--- config.mk ---
export PLATFORM = sky130hd
export DESIGN_NAME = ipc_mailbox
export DESIGN_NICKNAME = d
export VERILOG_FILES = /design/src/rtl/ipc_mbox_pkg.sv /design/src/rtl/ipc_mbox_decode.sv /design/src/rtl/ipc_mbox_cell.sv /design/src/rtl/ipc_mbox_lock.sv /design/src/rtl/ipc_mailbox.sv
export SDC_FILE = /design/constraint.sdc
export NUM_CORES = 1
export LEC_CHECK = 0
export BUFFER_PORTS_ARGS = -buffer_cell sky130_fd_sc_hd__buf_2
export CAP_MARGIN = 30
export CORE_UTILIZATION = 40
export CTS_BUF_LIST = sky130_fd_sc_hd__clkbuf_4
export DETAILED_ROUTE_END_ITERATION = 10
export GPL_TIMING_DRIVEN = 0
export SYNTH_ARGS = -nofsm -noshare
export SYNTH_HDL_FRONTEND = slang
export SYNTH_SLANG_ARGS = --single-unit
--- constraint.sdc ---
create_clock -name clk -period 4.2 [get_ports clk]
set_input_delay 0.84 -clock clk [delete_from_list [all_inputs] [get_ports clk]]
set_output_delay 0.84 -clock clk [all_outputs]
set_load 0.005 [all_outputs]
--- src/rtl/ipc_mbox_pkg.sv ---
package ipc_mbox_pkg;

    // Word position inside a 16-byte mailbox slot; the bus decoder relies on it.
    typedef enum logic [1:0] {
        WSEL_DATA = 2'd0,
        WSEL_SET  = 2'd1,
        WSEL_CLR  = 2'd2,
        WSEL_RSVD = 2'd3
    } word_sel_e;

    typedef struct packed {
        logic free;
    } lock_state_t;

endpackage

--- src/rtl/ipc_mbox_decode.sv ---
module ipc_mbox_decode
    import ipc_mbox_pkg::*;
#(
    parameter int ADDR_W    = 8,
    parameter int NUM_BOX   = 2,
    parameter int LOCK_BYTE = 'hF8
) (
    input  logic [ADDR_W-1:2]  waddr,
    input  logic               wr,
    input  logic               rd,
    output logic [NUM_BOX-1:0] box_wr_sel,
    output logic [NUM_BOX-1:0] box_rd_sel,
    output word_sel_e          wsel,
    output logic               lock_wr,
    output logic               lock_rd
);
    localparam int SLOT_BITS = ADDR_W - 4;
    localparam logic [ADDR_W-3:0] LOCK_WORD = (ADDR_W-2)'(LOCK_BYTE >> 2);

    logic [SLOT_BITS-1:0] slot;
    logic                 rd_only;
    logic                 lock_hit;

    always_comb begin
        slot     = waddr[ADDR_W-1:4];
        wsel     = word_sel_e'(waddr[3:2]);
        rd_only  = rd & ~wr;
        lock_hit = (waddr == LOCK_WORD);
        lock_wr  = wr & lock_hit;
        lock_rd  = rd_only & lock_hit;
    end

    for (genvar gi = 0; gi < NUM_BOX; gi++) begin : g_sel
        always_comb begin
            box_wr_sel[gi] = wr & (slot == SLOT_BITS'(gi)) & (wsel != WSEL_RSVD);
            box_rd_sel[gi] = rd_only & (slot == SLOT_BITS'(gi)) & (wsel == WSEL_DATA);
        end
    end

endmodule

--- src/rtl/ipc_mbox_cell.sv ---
module ipc_mbox_cell
    import ipc_mbox_pkg::*;
#(
    parameter int DATA_W = 32
) (
    input  logic              clk,
    input  logic              rst_n,
    input  logic              wr_en,
    input  word_sel_e         wsel,
    input  logic [DATA_W-1:0] wdata,
    output logic [DATA_W-1:0] word,
    output logic              irq
);
    typedef struct packed {
        logic [DATA_W-1:0] word;
    } cell_state_t;

    cell_state_t st_d, st_q;

    always_comb begin
        st_d = st_q;
        if (wr_en) begin
            case (wsel)
                WSEL_DATA: st_d.word = wdata;
                WSEL_SET:  st_d.word = st_q.word | wdata;
                WSEL_CLR:  st_d.word = st_q.word & ~wdata;
                default:   st_d.word = st_q.word;
            endcase
        end
    end

    always_ff @(posedge clk) begin
        if (!rst_n) st_q <= '0;
        else        st_q <= st_d;
    end

    assign word = st_q.word;
    assign irq  = |st_q.word;

endmodule

--- src/rtl/ipc_mbox_lock.sv ---
module ipc_mbox_lock
    import ipc_mbox_pkg::*;
(
    input  logic clk,
    input  logic rst_n,
    input  logic take,
    input  logic wr_en,
    input  logic wbit,
    output logic free
);
    lock_state_t st_d, st_q;

    always_comb begin
        st_d = st_q;
        if (wr_en && wbit) st_d.free = 1'b1;
        else if (take)     st_d.free = 1'b0;
    end

    always_ff @(posedge clk) begin
        if (!rst_n) st_q <= '{free: 1'b1};
        else        st_q <= st_d;
    end

    assign free = st_q.free;

endmodule

--- src/rtl/ipc_mailbox.sv ---
module ipc_mailbox
    import ipc_mbox_pkg::*;
#(
    parameter int ADDR_W    = 8,
    parameter int DATA_W    = 32,
    parameter int NUM_BOX   = 2,
    parameter int LOCK_BYTE = 'hF8
) (
    input  logic               clk,
    input  logic               rst_n,
    input  logic [ADDR_W-1:2]  bus_addr,
    input  logic               bus_wr,
    input  logic [DATA_W-1:0]  bus_wdata,
    input  logic               bus_rd,
    output logic [DATA_W-1:0]  bus_rdata,
    output logic [NUM_BOX-1:0] irq
);
    typedef struct packed {
        logic [DATA_W-1:0] rdata;
    } port_state_t;

    logic [NUM_BOX-1:0]             box_wr_sel;
    logic [NUM_BOX-1:0]             box_rd_sel;
    word_sel_e                      wsel;
    logic                           lock_wr;
    logic                           lock_rd;
    logic                           lock_free;
    logic [NUM_BOX-1:0][DATA_W-1:0] box_word;
    port_state_t                    st_d, st_q;

    ipc_mbox_decode #(
        .ADDR_W(ADDR_W), .NUM_BOX(NUM_BOX), .LOCK_BYTE(LOCK_BYTE)
    ) u_dec (
        .waddr(bus_addr), .wr(bus_wr), .rd(bus_rd),
        .box_wr_sel(box_wr_sel), .box_rd_sel(box_rd_sel), .wsel(wsel),
        .lock_wr(lock_wr), .lock_rd(lock_rd)
    );

    for (genvar gb = 0; gb < NUM_BOX; gb++) begin : g_box
        ipc_mbox_cell #(.DATA_W(DATA_W)) u_cell (
            .clk(clk), .rst_n(rst_n), .wr_en(box_wr_sel[gb]), .wsel(wsel),
            .wdata(bus_wdata), .word(box_word[gb]), .irq(irq[gb])
        );
    end

    ipc_mbox_lock u_lock (
        .clk(clk), .rst_n(rst_n), .take(lock_rd & lock_free),
        .wr_en(lock_wr), .wbit(bus_wdata[0]), .free(lock_free)
    );

    always_comb begin
        st_d.rdata = '0;
        for (int i = 0; i < NUM_BOX; i++) begin
            if (box_rd_sel[i]) st_d.rdata = st_d.rdata | box_word[i];
        end
        if (lock_rd) st_d.rdata = DATA_W'(lock_free);
    end

    always_ff @(posedge clk) begin
        if (!rst_n) st_q <= '0;
        else        st_q <= st_d;
    end

    assign bus_rdata = st_q.rdata;

endmodule

# --- Word level (Yosys, flattened, before mapping) ---
# Index checks and enable logic that the tools add are counted.
word_totals:
  regBits: 97
  latchBits: 0
  mem_bits_rw: 0
  rom_bits: 0
  in_bits: 42
  output_inout_bits: 34
  word_cells: 45
  n_memories: 0
classes:
  addsub: 0
  mul: 0
  n_div: 0
  n_lt_le_gt_ge: 0
  eq_ne: 5
  n_shift: 0
  n_mux: 5
  bitwise: 20
  n_reduce_logical: 10
op_table:
  columns: ["operator", "count"]
  rows:
  - ["32-bit case mux with 3 select lines", 2]
  - ["32-bit OR", 3]
  - ["32-bit AND", 2]
  - ["32-bit 2-to-1 mux", 2]
  - ["32-bit OR reduction", 2]
  - ["32-bit inverter", 1]
  - ["1-bit AND", 12]
  - ["6-bit equality test, second input constant", 1]
  - ["4-bit by 1-bit equality test with 1-bit output, second input constant", 1]
  - ["4-bit zero test", 1]
  - ["2-bit AND reduction", 2]
  - ["2-bit OR reduction", 2]
  - ["3-bit nonzero test", 1]
  - ["2-bit by 1-bit equality test with 1-bit output, second input constant", 1]
  - ["2-bit equality test, second input constant", 1]
  - ["2-bit zero test", 1]
  - ["2-bit != test, second input constant", 1]
  - ["1-bit inverter", 2]
  - ["1-bit logical AND", 1]
  - ["1-bit 2-to-1 mux", 1]

# --- Depth between registers and ports, before layout ---
logic_depth:
  word_depth: 8
  ltp_mapped: 7
  ltp_nobuf: 5

# --- Modules after synthesis ---
# A second synthesis with hierarchy kept.
hier_totals:
  hier_cells: 528
  area_unflattened_um2: 5465.2
by_module_without_submodules:
  columns: ["mod", "n_inst", "cells_each", "area_per_inst_um2", "seq_area_each_um2"]
  rows:
  - ["ipc_mbox_cell", 2, 200, 2125.8, 640.6]
  - ["ipc_mailbox", 1, 108, 1069.8, 640.6]
  - ["ipc_mbox_decode", 1, 16, 108.9, 0.0]
  - ["ipc_mbox_lock", 1, 4, 35.0, 20.0]

# --- Worst setup path after synthesis ---
# OpenSTA, ideal clock, no wires.
synth_path:
  path_type: "input -> register"
  from: "in bus_addr[2] (netlist name)"
  to: "reg g_box[0].u_cell.st_q (netlist bit g_box[0].u_cell.word[23])"
  setup_ps: 145
  arrival_time_ps: 1917
  required_ps: 4055
  slack_ps: 2138
  cell_stages: 7
  path_buffers: 2
  cell_sequence: "inv_1 > ha_1 > clkbuf_1 > nand2b_1 > buf_2 > o22ai_1 > a211oi_2"
synth_between:
  elab_chain_len: 3
  elab_cells_between_ends: 8
  cone_classes: "eq/ne: 3; mux: 1; bitwise: 1; reduce/logical: 3"
synth_rtl:
  columns: ["item", "line_no", "rtl"]
  rows:
  - ["from (decl)", "ipc_mailbox.sv:11", "input logic [ADDR_W-1:2] bus_addr,"]
  - ["2-bit by 1-bit equality test with 1-bit output (tied with other cells)", "ipc_mbox_cell.sv:23", "case (wsel)"]
  - ["3-bit nonzero test (no line) / 1-bit AND (equally long branches)", null, null]
  - ["2-bit AND reduction (no line)", null, null]
  - ["to (signal assigned)", "ipc_mbox_cell.sv:34", "else st_q <= st_d;"]
  - ["to (decl)", "ipc_mbox_cell.sv:18", "cell_state_t st_d, st_q;"]
# Several ways; a longest one is shown, not always the timed one.
# A chain may end at the register's enable or synchronous reset.

# --- Worst setup path after layout ---
layout_path:
  from: "reg g_box[0].u_cell.st_q (netlist bit g_box[0].u_cell.word[23])"
  to: "out irq[0]"
layout_between:
  elab_chain_len: 1
layout_rtl:
  columns: ["item", "line_no", "rtl"]
  rows:
  - ["32-bit OR reduction", "ipc_mbox_cell.sv:38", "assign irq = |st_q.word;"]
  - ["to (decl)", "ipc_mailbox.sv:16", "output logic [NUM_BOX-1:0] irq"]
# Every way passes these cells.

==> impl_metrics.env <==
export IMPL_clock_skew_ps=19.1
export IMPL_run_status="complete, no violations"
export IMPL_post_route_cells_drive_above_1_share_pct=29.3
export IMPL_dominant_combinational_cell_family_by_area_after_synthesis="compound AO/OA/AOI/OAI gates"
export IMPL_synth_top_cell_area_share_pct=42.7
export IMPL_synth_ff_latch_count=97
export IMPL_vdd_ir_drop_max_mv=0.131
export IMPL_synth_avg_cell_area_um2=9.31
export IMPL_hpwl_mm=9.87
export IMPL_nNetsFinal=622
export IMPL_synth_sequential_area_ratio_pct=42.7
export IMPL_critical_path_required_ps=3360
export IMPL_grt_busiest_layer="met2"
export IMPL_critPathArrivalTime_ps=2110
export IMPL_synth_area_in_adders_pct=1.37
export IMPL_finalCriticalPeriod_ps=2950
export IMPL_tns_ps=0
export IMPL_vias_in_the_first_global_route=4323
export IMPL_power_leakage_nw=1.82
export IMPL_cp_max_fo=3
export IMPL_worstSkewPairLatency_ps=460
export IMPL_rows=38
export IMPL_gp_congestion=0.834
export IMPL_global_route_wire_length_before_repair_mm=22.4
export IMPL_totalWireLength_mm=14.2
export IMPL_finalSetupViolCount=0
export IMPL_synth_fp_nets=536
export IMPL_timing_hold_worst_class="reg2reg"
export IMPL_synth_edf_count=0
export IMPL_synth_top_area_cell="dfxtp_1"
export IMPL_critPathCaptureType="output port"
export IMPL_fin_crit_sh_pct=70.1
export IMPL_fp_dieArea_um2=11800
export IMPL_slew_violations=0
export IMPL_die_w_um=109
export IMPL_die_h_um=109
export IMPL_timing_critical_path_from_type="flop"
export IMPL_bufs_on_longest_clock_path=2
export IMPL_maxCapViolations=0
export IMPL_diodes=0
export IMPL_final_hold_violation_count=0
export IMPL_tightest_slew_ps=774
export IMPL_cts_htree_levels=3
export IMPL_synth_area_leaders="dfxtp_1 43%, a211oi_2 10%, a31oi_1 8.8%, nand3_1 7.0%, nor2b_1 4.4%"
export IMPL_grt_start_max_net_pins=18
export IMPL_yosys_cell_count_top_type="dfxtp_1"
export IMPL_postRouteAntennaNets=0
export IMPL_drt_iter0_drc=318
export IMPL_rsz_0062_raised_after_global_routing="false"
export IMPL_fmax_mhz=340
export IMPL_tritoncts="yes"
export IMPL_netlist_top_cells_count="97 x dfxtp_1, 64 x a31oi_1, 64 x nand3_1"
export IMPL_antenna_violations_before_repair=0
export IMPL_cts_repair_timing_setup_buffer_count=0
export IMPL_drtPass1Iterations=4
export IMPL_cp_buffers_inverters=2
export IMPL_postSynth_asyncResetShare_pct=0
export IMPL_coreArea_um2=11000
export IMPL_clock_tree_root_cell="clkbuf_4"
export IMPL_wire_per_inst_um=19.7
export IMPL_synth_xor_xnor_area_share_pct=0
export IMPL_met1_global_route_usage_pct=33.3
export IMPL_slowest_delay_ps=430
export IMPL_post_synth_inst_count=489
export IMPL_cellPowerDensity_nw_per_um2=314
export IMPL_timing_setup_critical_path_class="reg2out"
export IMPL_cpLargestDelayFamily="simple AND/OR/NAND/NOR gates"
export IMPL_post_synth_mux_area_share_pct=0
export IMPL_post_cts_clock_slew_at_the_launch_and_capture_registers_of_the_worst_setup_and_hold_paths_ps=170
export IMPL_design_area_um2=5220
export IMPL_cell_by_cell_trace_of_the_critical_path="nor4_1, nand4_1, or2_2, buf_4, buf_2"
export IMPL_synth_ff_type="dfxtp_1"
export IMPL_relSlewSlack_pct=48.4
export IMPL_routed_via_density=6.12
export IMPL_number_of_distinct_library_cells_after_synthesis=31
export IMPL_post_cts_resized=0
export IMPL_port_buffers=75
export IMPL_yosys_area_share_simple_pct=16.5
export IMPL_drc=0
export IMPL_vias=4408
export IMPL_tritoncts_num_sinks=97
export IMPL_yosysWarningCount=0
export IMPL_floorplan_initialDensity_pct=41.4
export IMPL_flow_area_growth_from_synthesis_pct=14.7
export IMPL_synth_compound_area_share_pct=32.2
export IMPL_worst_path_max_delay_cell="nor4_1"
export IMPL_placedInstanceArea_um2=5100
export IMPL_syn_area_um2=4550
export IMPL_grt_overflow_total=0
export IMPL_cts_hold_repair_buffers=0
export IMPL_gr_usage_met3_pct=4.60
export IMPL_cts_inserted_buffers=9
export IMPL_groute_layer_met2_usage_pct=40.6
export IMPL_pin_count=76
export IMPL_groute_usage_overall_pct=24.8
==> cell families (layout without fill, tap and decap cells) <==
| family | after synthesis | count (layout) |
|---|---|---|
| fa+ha+maj | 5 | 5 |
| buf+inv | 62 | 153 |
| flops | 97 | 97 |
| simple gates | 129 | 129 |
| compound gates | 196 | 196 |
==> routing by layer <==
layer	vias up	routed length, µm
met3	16	1090
met4	0	177
li1	2078	-
met5	-	0
met1	2137	6200
met2	177	6690
==> worst register-to-register path: cells and delay by family, from the launching register on <==
kind / cells / cell delay (ps)
AO/OA/AOI/OAI: 2 / 390
flip-flops: 1 / 360
==> worst paths after layout <==
check                                   startpoint                        to  slack, ps  cells past startpoint
max          g_box[0].u_cell.word[23]$_SDFFE_PN0P_                    irq[0]       1250                      5
min          g_box[0].u_cell.word[17]$_SDFFE_PN0P_  bus_rdata[17]$_SDFF_PP0_        490                      2
max reg2reg               u_lock.free$_SDFFE_PP1P_  u_lock.free$_SDFFE_PP1P_       3370                      2
min reg2reg  g_box[0].u_cell.word[17]$_SDFFE_PN0P_  bus_rdata[17]$_SDFF_PP0_        490                      2
==> placed cells by master, fill, tap and decap left out, drive strengths merged <==
master    n
a211oi   64
a21o      1
a21oi    31
a311oi    1
a31o      1
a31oi    64
and2      2
and3b     1
buf     111
clkbuf   31
clkinv    4
dfxtp    97
ha        5
inv       7
nand2b    1
nand3    64
nand3b    1
nand4     5
nor2b    32
nor3      1
nor3b     1
nor4     17
nor4b     1
o21ai     1
o21bai    1
o22ai    32
or2       3
==> per-stage QoR <==
stage	utilization (%)	power [mW]	cells	hold WS [ps]	worst slack, ps
2_1_floorplan	-	1.10	489	456	2140
3_3_place_gp	46.5	1.18	704	476	1440
4_1_cts	47.6	1.64	720	496	1240
6_report	47.6	1.64	720	491	1250
5_1_grt	47.6	1.70	720	520	1210
3_5_place_dp	46.5	1.19	704	474	1460
==> sequential cells by signal, summed over array words and instances (netlist names) <==
register	count
g_box.u_cell.word	64
bus_rdata	32
u_lock.free	1
==> power breakdown <==
group | total [mW] | switching, mW | internal [mW]
clock network | 0.466 | 0.338 | 0.128
logic | 0.240 | 0.161 | 0.0792
registers | 0.932 | 0.00531 | 0.926
==> layout make-up <==
cell class | instances | area, µm²
Buffer | 58 | 318
Clock buffer | 9 | 67.6
Clock inverter | 7 | 52.6
Fill cell | 1068 | 5760
Inverter | 4 | 15.0
Multi-Input combinational cell | 330 | 2280
Sequential cell | 97 | 1940
Tap cell | 140 | 175
Timing Repair Buffer | 75 | 375
(Power assumes the default switching activity.)
